===== src/rtl/pwm2_pkg.sv =====
package pwm2_pkg;

  localparam int CTRL_ADDR = 0;

  function automatic int period_addr(input int ch);
    return 1 + 2 * ch;
  endfunction

  function automatic int duty_addr(input int ch);
    return 2 + 2 * ch;
  endfunction

endpackage


===== src/rtl/pwm_prescale.sv =====
module pwm_prescale #(
  parameter int DIV_LO = 4,
  parameter int DIV_HI = 12
) (
  input  logic clk,
  input  logic rst,
  input  logic sel_hi,
  output logic tick
);
  localparam int W = $clog2(DIV_HI);
  localparam logic [W-1:0] LIM_LO = W'(DIV_LO - 1);
  localparam logic [W-1:0] LIM_HI = W'(DIV_HI - 1);

  logic [W-1:0] div_cnt;
  logic [W-1:0] limit;

  assign limit = sel_hi ? LIM_HI : LIM_LO;

  always_ff @(posedge clk) begin
    if (rst) begin
      div_cnt <= '0;
      tick    <= 1'b0;
    end else if (div_cnt >= limit) begin
      div_cnt <= '0;
      tick    <= 1'b1;
    end else begin
      div_cnt <= div_cnt + 1'b1;
      tick    <= 1'b0;
    end
  end

  // the enable is a single-cycle pulse, never two in a row
  p_tick_single_r2: assert property (@(posedge clk) disable iff (rst)
    tick |=> !tick);

endmodule


===== src/rtl/pwm_regs.sv =====
module pwm_regs #(
  parameter int NUM_CH = 2,
  parameter int DATA_W = 16,
  parameter int ADDR_W = 3
) (
  input  logic              clk,
  input  logic              rst,
  input  logic              wr_en,
  input  logic [ADDR_W-1:0] wr_addr,
  input  logic [DATA_W-1:0] wr_data,
  output logic [NUM_CH-1:0] presc_sel,
  output logic [NUM_CH-1:0] sync_mode,
  output logic [NUM_CH-1:0] per_we,
  output logic [NUM_CH-1:0] duty_we
);
  localparam int CTRL_W = 2 * NUM_CH;

  logic [CTRL_W-1:0] ctrl_q;

  always_ff @(posedge clk) begin
    if (rst) begin
      ctrl_q <= '0;
    end else if (wr_en && wr_addr == ADDR_W'(pwm2_pkg::CTRL_ADDR)) begin
      ctrl_q <= wr_data[CTRL_W-1:0];
    end
  end

  assign presc_sel = ctrl_q[NUM_CH-1:0];
  assign sync_mode = ctrl_q[CTRL_W-1:NUM_CH];

  for (genvar c = 0; c < NUM_CH; c++) begin : g_dec
    assign per_we[c]  = wr_en && (wr_addr == ADDR_W'(pwm2_pkg::period_addr(c)));
    assign duty_we[c] = wr_en && (wr_addr == ADDR_W'(pwm2_pkg::duty_addr(c)));
  end

  // a write reaches at most one channel register
  p_one_target_r10: assert property (@(posedge clk) disable iff (rst)
    $onehot0({per_we, duty_we}));

endmodule


===== src/rtl/pwm_channel.sv =====
module pwm_channel #(
  parameter int CNT_W = 16
) (
  input  logic             clk,
  input  logic             rst,
  input  logic             tick,
  input  logic             sync_mode,
  input  logic             per_we,
  input  logic             duty_we,
  input  logic [CNT_W-1:0] wdata,
  output logic             pwm_o,
  output logic             strobe_o
);
  logic [CNT_W-1:0] cnt_q, cnt_n;
  logic [CNT_W-1:0] period_q;
  logic [CNT_W-1:0] shadow_q;
  logic [CNT_W-1:0] duty_q, duty_n;
  logic             wrap;

  always_comb begin
    wrap  = tick && (cnt_q >= period_q);
    cnt_n = cnt_q;
    if (tick) cnt_n = wrap ? '0 : cnt_q + 1'b1;
    duty_n = duty_q;
    if (duty_we && !sync_mode)   duty_n = wdata;
    else if (wrap && sync_mode)  duty_n = shadow_q;
  end

  always_ff @(posedge clk) begin
    if (rst) begin
      cnt_q    <= '0;
      period_q <= '0;
      shadow_q <= '0;
      duty_q   <= '0;
      pwm_o    <= 1'b0;
      strobe_o <= 1'b0;
    end else begin
      cnt_q    <= cnt_n;
      duty_q   <= duty_n;
      pwm_o    <= (cnt_n < duty_n);
      strobe_o <= wrap;
      if (per_we)  period_q <= wdata;
      if (duty_we) shadow_q <= wdata;
    end
  end

  // the count moves only after an enable pulse
  p_count_gated_r2: assert property (@(posedge clk) disable iff (rst)
    !$past(tick) |-> $stable(cnt_q));

  // the strobe is one cycle wide and marks count zero
  p_strobe_single_r5: assert property (@(posedge clk) disable iff (rst)
    strobe_o |=> !strobe_o);
  p_strobe_zero_r5: assert property (@(posedge clk) disable iff (rst)
    strobe_o |-> (cnt_q == '0));

  // a zero duty keeps the output low
  p_zero_duty_low_r6: assert property (@(posedge clk) disable iff (rst)
    (duty_q == '0) |-> !pwm_o);

  // in synchronized mode the active duty moves only at a boundary
  p_sync_hold_r8: assert property (@(posedge clk) disable iff (rst)
    (!$stable(duty_q) && $past(sync_mode)) |-> strobe_o);

endmodule


===== src/rtl/pwm2_gen.sv =====
module pwm2_gen #(
  parameter int NUM_CH = 2,
  parameter int CNT_W  = 16,
  parameter int ADDR_W = 3,
  parameter int DIV_LO = 4,
  parameter int DIV_HI = 12
) (
  input  logic              clk,
  input  logic              rst,
  input  logic              wr_en,
  input  logic [ADDR_W-1:0] wr_addr,
  input  logic [CNT_W-1:0]  wr_data,
  output logic [NUM_CH-1:0] pwm_out,
  output logic [NUM_CH-1:0] period_strobe
);
  logic [NUM_CH-1:0] presc_sel;
  logic [NUM_CH-1:0] sync_mode;
  logic [NUM_CH-1:0] per_we;
  logic [NUM_CH-1:0] duty_we;
  logic [NUM_CH-1:0] tick;

  pwm_regs #(
    .NUM_CH(NUM_CH),
    .DATA_W(CNT_W),
    .ADDR_W(ADDR_W)
  ) u_regs (
    .clk      (clk),
    .rst      (rst),
    .wr_en    (wr_en),
    .wr_addr  (wr_addr),
    .wr_data  (wr_data),
    .presc_sel(presc_sel),
    .sync_mode(sync_mode),
    .per_we   (per_we),
    .duty_we  (duty_we)
  );

  for (genvar c = 0; c < NUM_CH; c++) begin : g_ch
    pwm_prescale #(
      .DIV_LO(DIV_LO),
      .DIV_HI(DIV_HI)
    ) u_presc (
      .clk   (clk),
      .rst   (rst),
      .sel_hi(presc_sel[c]),
      .tick  (tick[c])
    );

    pwm_channel #(
      .CNT_W(CNT_W)
    ) u_chan (
      .clk      (clk),
      .rst      (rst),
      .tick     (tick[c]),
      .sync_mode(sync_mode[c]),
      .per_we   (per_we[c]),
      .duty_we  (duty_we[c]),
      .wdata    (wr_data),
      .pwm_o    (pwm_out[c]),
      .strobe_o (period_strobe[c])
    );
  end

  // outputs are low in the cycle after reset
  p_reset_low_r1: assert property (@(posedge clk)
    $past(rst) |-> (pwm_out == '0));

endmodule


===== config.mk =====
export PLATFORM = sky130hd
export DESIGN_NAME = pwm2_gen
export DESIGN_NICKNAME = d
export VERILOG_FILES = /design/src/rtl/pwm2_pkg.sv /design/src/rtl/pwm_prescale.sv /design/src/rtl/pwm_regs.sv /design/src/rtl/pwm_channel.sv /design/src/rtl/pwm2_gen.sv
export SDC_FILE = /design/constraint.sdc
export NUM_CORES = 1
export LEC_CHECK = 0
export ABC_AREA = 1
export BUFFER_PORTS_ARGS = -buffer_cell sky130_fd_sc_hd__buf_2
export CORE_MARGIN = 2
export CORE_UTILIZATION = 50
export DETAILED_ROUTE_END_ITERATION = 10
export GPL_ROUTABILITY_DRIVEN = 1
export GPL_TIMING_DRIVEN = 0
export PLACE_DENSITY = 0.67
export SETUP_SLACK_MARGIN = 0.5
export SLEW_MARGIN = 40
export SYNTH_ARGS = -nofsm -noshare
export SYNTH_HDL_FRONTEND = slang
export SYNTH_SLANG_ARGS = --single-unit

===== constraint.sdc =====
create_clock -name clk -period 4 [get_ports clk]
set_input_delay 0.4 -clock clk [delete_from_list [all_inputs] [get_ports clk]]
set_output_delay 0.4 -clock clk [all_outputs]
set_load 0.03 [all_outputs]

**After elaboration in Yosys (flattened, before gate mapping)**

Index checks and enable logic that the tools add are counted.

- Output and inout port bits: 4
- Register bits after elaboration: 146

- Muxes and demuxes: 12
- $lt $le $gt $ge: 6
- Reductions and logical operators: 16
- Add/sub/neg operators: 4
- Equal/unequal tests: 4

Operators by type and width:

| cell | number |
|---|---|
| $mux 16 | 8 |
| $add 16x1->16 const B | 2 |
| $ge 16x16->1 | 2 |
| $lt 16x16->1 | 2 |
| $logic_and 1x1->1 | 11 |
| $add 4x1->4 const B | 2 |
| $ge 4x4->1 | 2 |
| $mux 4 | 2 |
| $eq 3x2->1 const B | 2 |
| $reduce_or 2->1 | 2 |
| $eq 3x1->1 const B | 1 |
| $eq 3x3->1 const B | 1 |
| $logic_not 3->1 | 1 |
| $logic_not 1->1 | 2 |
| $mux 1 | 2 |

**Logic depth before layout (Yosys ltp)**

- Depth in word-level cells: 6
- Gate-level depth with buffers: 25
- Gate-level depth less buffers: 24

**Modules after synthesis**

Synthesis repeated with hierarchy kept, for this count alone.

- Cells, all modules: 1036
- Area, all modules: 7556.0 sq um

Modules (own cells, without submodules):

| module | sequential area each (sq um) | cells an instance | area an instance (sq um) | times used |
|---|---|---|---|---|
| pwm_channel at g_ch[1].u_chan | 1321.3 | 478 | 3468.3 | 1 |
| pwm_channel at g_ch[0].u_chan | 1321.3 | 473 | 3423.3 | 1 |
| pwm_prescale | 100.1 | 25 | 220.2 | 2 |
| pwm_regs | 80.1 | 35 | 224.0 | 1 |

**Least setup slack after synthesis**

Ideal clock, no wire load.

- Kind: register -> register
- Start: register g_ch[1].u_chan.cnt_q[0]
- End: register g_ch[1].u_chan.pwm_o
- Required time: 3934 ps
- Arrival time: 2646 ps
- Clock period less this slack: 2713 ps
- Cell stages (with the launch flop): 23
- Slack: 1287 ps
- Cell sequence: dfxtp_1 inv_1 ha_1 nand2_1 nor2_1 nor2_1 nand2_1 nand2_1 nand2_1 nand2_1 nand2_1 nand3_2 inv_1 buf_2 o21ai_0 o21ai_1 inv_1 ha_1 a21oi_1 nor2_1 a211oi_1 o2111ai_1 a21oi_2

- Word-level cells in the longest chain between the ends: 6
- Elaborated cells on any way between the ends: 9
- Classes of those cells: add/sub (1); order compare (2); mux (4); reduce/logical (2)

RTL lines:

| element | RTL line | RTL |
|---|---|---|
| from (decl) | pwm_channel.sv:14 | `logic [CNT_W-1:0] cnt_q, cnt_n;` |
| from (signal assigned) | pwm_channel.sv:38 | `cnt_q <= cnt_n;` |
| $ge 16x16->1 | pwm_channel.sv:21 | `wrap = tick && (cnt_q >= period_q);` |
| $logic_and 1x1->1 | pwm_channel.sv:21 |  |
| $logic_and 1x1->1 | pwm_channel.sv:26 | `else if (wrap && sync_mode) duty_n = shadow_q;` |
| $mux 16 | pwm_channel.sv:26 |  |
| $mux 16 | pwm_channel.sv:25 | `if (duty_we && !sync_mode) duty_n = wdata;` |
| $lt 16x16->1 (*) | pwm_channel.sv:40 | `pwm_o <= (cnt_n < duty_n);` |
| to (signal assigned) | pwm_channel.sv:40 |  |
| to (decl) | pwm_channel.sv:11 | `output logic pwm_o,` |

Mark *: on every way between the ends. The rest lies on a longest branch, timed or not.
A chain may end at the register's enable or synchronous reset.

**Final worst setup path**

- Start: register g_ch[0].u_chan.period_q[15]
- End: register g_ch[0].u_chan.pwm_o

- Word-level cells in the longest chain between the ends: 6
- Elaborated cells on any way between the ends: 8
- Classes of those cells: order compare (2); mux (4); reduce/logical (2)

RTL lines:

| element | RTL line | RTL |
|---|---|---|
| from (decl) | pwm_channel.sv:15 | `logic [CNT_W-1:0] period_q;` |
| from (signal assigned) | pwm_channel.sv:42 | `if (per_we) period_q <= wdata;` |
| $ge 16x16->1 (*) | pwm_channel.sv:21 |  |
| $logic_and 1x1->1 (*) | pwm_channel.sv:21 |  |
| $logic_and 1x1->1 | pwm_channel.sv:26 |  |
| $mux 16 | pwm_channel.sv:26 |  |
| $mux 16 | pwm_channel.sv:25 |  |
| $lt 16x16->1 (*) | pwm_channel.sv:40 |  |
| to (signal assigned) | pwm_channel.sv:40 |  |
| to (decl) | pwm_channel.sv:11 |  |

Marks and branches as above.

==> flow_metrics.py <==
metrics = {
    "sta": {
        "clock.fmax_ghz": 0.304,
        "finalClockSkew_ps": 5.29,
        "final_hold_viol_count": 0,
        "period_needed_ps": 3290,
        "timing.slew.headroom_pct": 47.5,
        "setup_repair_after_global_routing_missed_its_margin": "true",
        "final_min_period_over_clock_period_pct": 82.2,
        "timing_max_transition_violations_final": 0,
        "setup_tns_ps": 0,
        "worst-slew-pin-transition_ps": 787,
        "total_of_endpoints_with_negative_setup_slack_in_the_final_report": 0,
    },
    "clocking": {
        "insertion_delay_ps": 430,
        "ctsRootBufferMaster": "sky130_fd_sc_hd__clkbuf_16",
        "htreeDepth": 4,
        "tritoncts_clock_tree": "built",
        "cts.clk_slew.worst_paths_ps": 60,
        "cts-buffers-inserted": 17,
        "clockBufferDepth": 2,
        "hold_buffers": 0,
        "clk_sinks": 146,
    },
    "yosys": {
        "post_synth_instance_area_um2": 7400,
        "post_synth.cell_area_avg_um2": 7.32,
        "yosys_warnings": 0,
        "synth-edff-count": 0,
        "cell_count_after_synthesis": 1012,
        "synth_top_area_cell": "sky130_fd_sc_hd__dfxtp_1",
        "largest_family_of_logic_cells_by_synthesized_area": "simple AND/OR/NAND/NOR gates",
        "postSynthNetCount": 1102,
        "share_of_synthesized_area_occupied_by_flip_flops_and_latches_pct": 39.5,
        "post_synth_most_frequent_cells": "sky130_fd_sc_hd__nor2_1 (176), sky130_fd_sc_hd__nand2_1 (147), sky130_fd_sc_hd__dfxtp_1 (146), sky130_fd_sc_hd__inv_1 (108), sky130_fd_sc_hd__o21ai_0 (101)",
        "synth_compound_area_share_pct": 13.7,
        "synth-adder-area-share_pct": 11.5,
        "synth.top_cells.by_area": "sky130_fd_sc_hd__dfxtp_1 (39%), sky130_fd_sc_hd__ha_1 (11%), sky130_fd_sc_hd__nor2_1 (8.9%)",
        "yosys.area_share.xor_xnor_pct": 2.48,
        "yosys_most_used_dff": "sky130_fd_sc_hd__dfxtp_1",
        "ys_async_sr_fraction_pct": 0,
        "synth.mux.area_fraction_pct": 0,
        "yosys.area_share.simple_pct": 24.3,
        "area_share_of_the_largest_cell_type_after_synthesis_pct": 39.5,
        "synth_most_common_cell": "sky130_fd_sc_hd__nor2_1",
        "synth.ff_latch_count": 146,
        "synth_cell_types": 38,
    },
    "floorplanning": {
        "placementRows": 44,
        "ioPinCount": 26,
        "die_h_um": 126,
        "start_util_pct": 51.1,
        "core_area_um2": 14500,
        "die_w_um": 126,
        "fp.dieArea_um2": 15800,
    },
    "critical_path": {
        "arrival_time_at_the_worst_endpoint_ps": 3600,
        "cell_with_the_most_instances_on_the_worst_path": "sky130_fd_sc_hd__nand2_1",
        "worst_path_max_stage_delay_ps": 440,
        "crit_path_max_fanout": 10,
        "path_cells": "inv_1, ha_1, nand2_1, nor3_1, nand2_1, nand2_1, nand3_2, inv_1, buf_4, nand2_1, nand3_1, o21ai_0, ha_1, a21oi_1, o21a_1, o2111ai_1, a21oi_1",
        "crit_type": "reg -> reg",
        "critical_path.startpoint_type": "register",
        "cp-end-kind": "register",
        "crit_required_ps": 4320,
        "critical_path.slowest_cell": "sky130_fd_sc_hd__nor3_1",
    },
    "drt": {
        "drcViolationCount": 0,
        "detail_route.iter0.violations": 482,
        "remaining_antenna_violation_count_after_routing": 0,
        "drt_via_density": 5.13,
        "post_drt_wl_per_cell_um": 14.6,
        "vias": 6420,
        "postRouteWirelength_um": 18200,
        "detail_route.first_pass.iterations": 5,
    },
    "cells_and_area": {
        "syn2layout_area_growth_pct": 12.9,
        "final_layout_size_suffix_gt1_share_pct": 8.15,
        "finalNetCount": 1145,
        "insertedDiodeCount": 0,
        "final_cell_count_no_fill": 1252,
    },
    "placement": {
        "dp_hpwl_um": 13800,
        "placement.io_buffers": 24,
        "place_congestion": 0.828,
        "dpl.cell_count": 1220,
    },
    "pwr": {
        "static-leakage-power_nw": 3.76,
        "max-vdd-ir-drop_uv": 339,
        "power_per_standard_cell_area_nw_per_um2": 410,
    },
    "global_routing": {
        "grt_antenna_before_repair": 0,
        "grt_pass1_vias": 6153,
        "globalRouteOverflowTotal": 0,
        "grt_start_max_net_pins": 17,
        "grt_util_all_layers_pct": 24.3,
        "grt_first_pass_wirelength_um": 30600,
    },
    "hold_path": {
        "hold_path_class": "in -> reg",
    },
    "job": {
        "cap_viol_max_count": 0,
    },
    "outcome": {
        "status": "finished clean",
    },
}
==> cells by family after synthesis <==
| kind of cell | Yosys count |
|---|---|
| AOI/OAI and AO/OA | 195 |
| xor gates and xnor gates | 21 |
| adders and majority gates | 68 |
| buffers and inverters | 158 |
| DFF | 146 |
| and+or+nand+nor | 424 |
==> critical path: cells and delay by family (launching register included) <==
family,cells,cell delay (ps)
simple gates,7,1110
compound gates,5,620
buf+inv,3,490
fa+ha+maj,2,650
flops,1,310
==> placed cells by master, fill, tap and decap left out, types with 4 or more instances in the layout <==
master / synthesis / layout
sky130_fd_sc_hd__nor2_1: 176 / 176
sky130_fd_sc_hd__nand2_1: 147 / 146
sky130_fd_sc_hd__dfxtp_1: 146 / 146
sky130_fd_sc_hd__inv_1: 108 / 107
sky130_fd_sc_hd__o21ai_0: 101 / 101
sky130_fd_sc_hd__ha_1: 68 / 68
sky130_fd_sc_hd__a21oi_1: 64 / 64
sky130_fd_sc_hd__nor3_1: 36 / 35
sky130_fd_sc_hd__nand3_1: 34 / 34
sky130_fd_sc_hd__clkbuf_1: 30 / 29
sky130_fd_sc_hd__buf_2: 4 / 27
sky130_fd_sc_hd__xor2_1: 19 / 19
sky130_fd_sc_hd__clkbuf_16: 0 / 17
sky130_fd_sc_hd__o21ai_1: 16 / 16
sky130_fd_sc_hd__nand4_1: 10 / 10
sky130_fd_sc_hd__nor4_1: 8 / 8
sky130_fd_sc_hd__buf_4: 6 / 6
sky130_fd_sc_hd__inv_2: 4 / 5
sky130_fd_sc_hd__clkinvlp_4: 0 / 4
sky130_fd_sc_hd__clkinv_2: 0 / 4
sky130_fd_sc_hd__clkinv_4: 0 / 4
==> area by class of cell <==
| cell class | count | area, µm² |
|---|---|---|
| Timing Repair Buffer | 24 | 120 |
| Clock buffer | 19 | 443 |
| Multi-Input combinational cell | 708 | 3870 |
| Sequential cell | 146 | 2920 |
| Buffer | 43 | 201 |
| Tap cell | 184 | 230 |
| Clock inverter | 13 | 138 |
| Inverter | 115 | 438 |
| Fill cell | 1381 | 6120 |
==> sequential cells by signal, indices dropped and copies added (netlist names) <==
| register | flops |
|---|---|
| g_ch.u_chan.cnt_q | 32 |
| g_ch.u_chan.duty_q | 32 |
| g_ch.u_chan.period_q | 32 |
| g_ch.u_chan.pwm_o | 2 |
| g_ch.u_chan.shadow_q | 32 |
| g_ch.u_chan.strobe_o | 2 |
| g_ch.u_presc.div_cnt | 8 |
| g_ch.u_presc.tick | 2 |
| u_regs.ctrl_q | 4 |
==> worst paths after layout <==
kind                                                               start                                      end  slack [ps]  depth (start not counted)
worst min-delay path                                          wr_data[5]  g_ch[1].u_chan.shadow_q[5]$_SDFFE_PP0P_         310                          3
worst min register to register     g_ch[1].u_presc.div_cnt[0]$_SDFF_PP0_    g_ch[1].u_presc.div_cnt[0]$_SDFF_PP0_         450                          1
worst max register to register  g_ch[0].u_chan.period_q[15]$_SDFFE_PP0P_          g_ch[0].u_chan.pwm_o$_SDFF_PP0_         710                         17
worst max-delay path            g_ch[0].u_chan.period_q[15]$_SDFFE_PP0P_          g_ch[0].u_chan.pwm_o$_SDFF_PP0_         710                         17
==> routing by layer <==
metal,vias to the layer above,wire (µm),track usage [%]
li1,3392,-,-
met1,2894,8450,31.1
met2,105,8500,40.1
met3,29,752,4.80
met4,0,519,10.3
met5,-,0,0
==> per-stage QoR <==
stage	worst slack [ps]	total power, mW	hold slack (ps)	instance area, µm²	util [%]
global route	433	3.56	320	8360	57.7
floorplan	1290	1.78	418	7400	-
finish	713	3.43	309	8360	57.7
detailed placement	644	1.88	435	7750	53.6
CTS	628	3.45	297	8340	57.6
global placement	640	1.88	428	7750	53.6
==> power by group <==
part	switching (mW)	internal [mW]	total, mW
sequential	0.0236	1.51	1.53
clock	0.643	0.932	1.58
combinational	0.222	0.102	0.324
==> repair_timing <==
action                     CTS  global route
buffers inserted             0             0
setup endpoints to repair    0             2
gates resized for setup      0            10
Power figures use the tool's default switching activity.
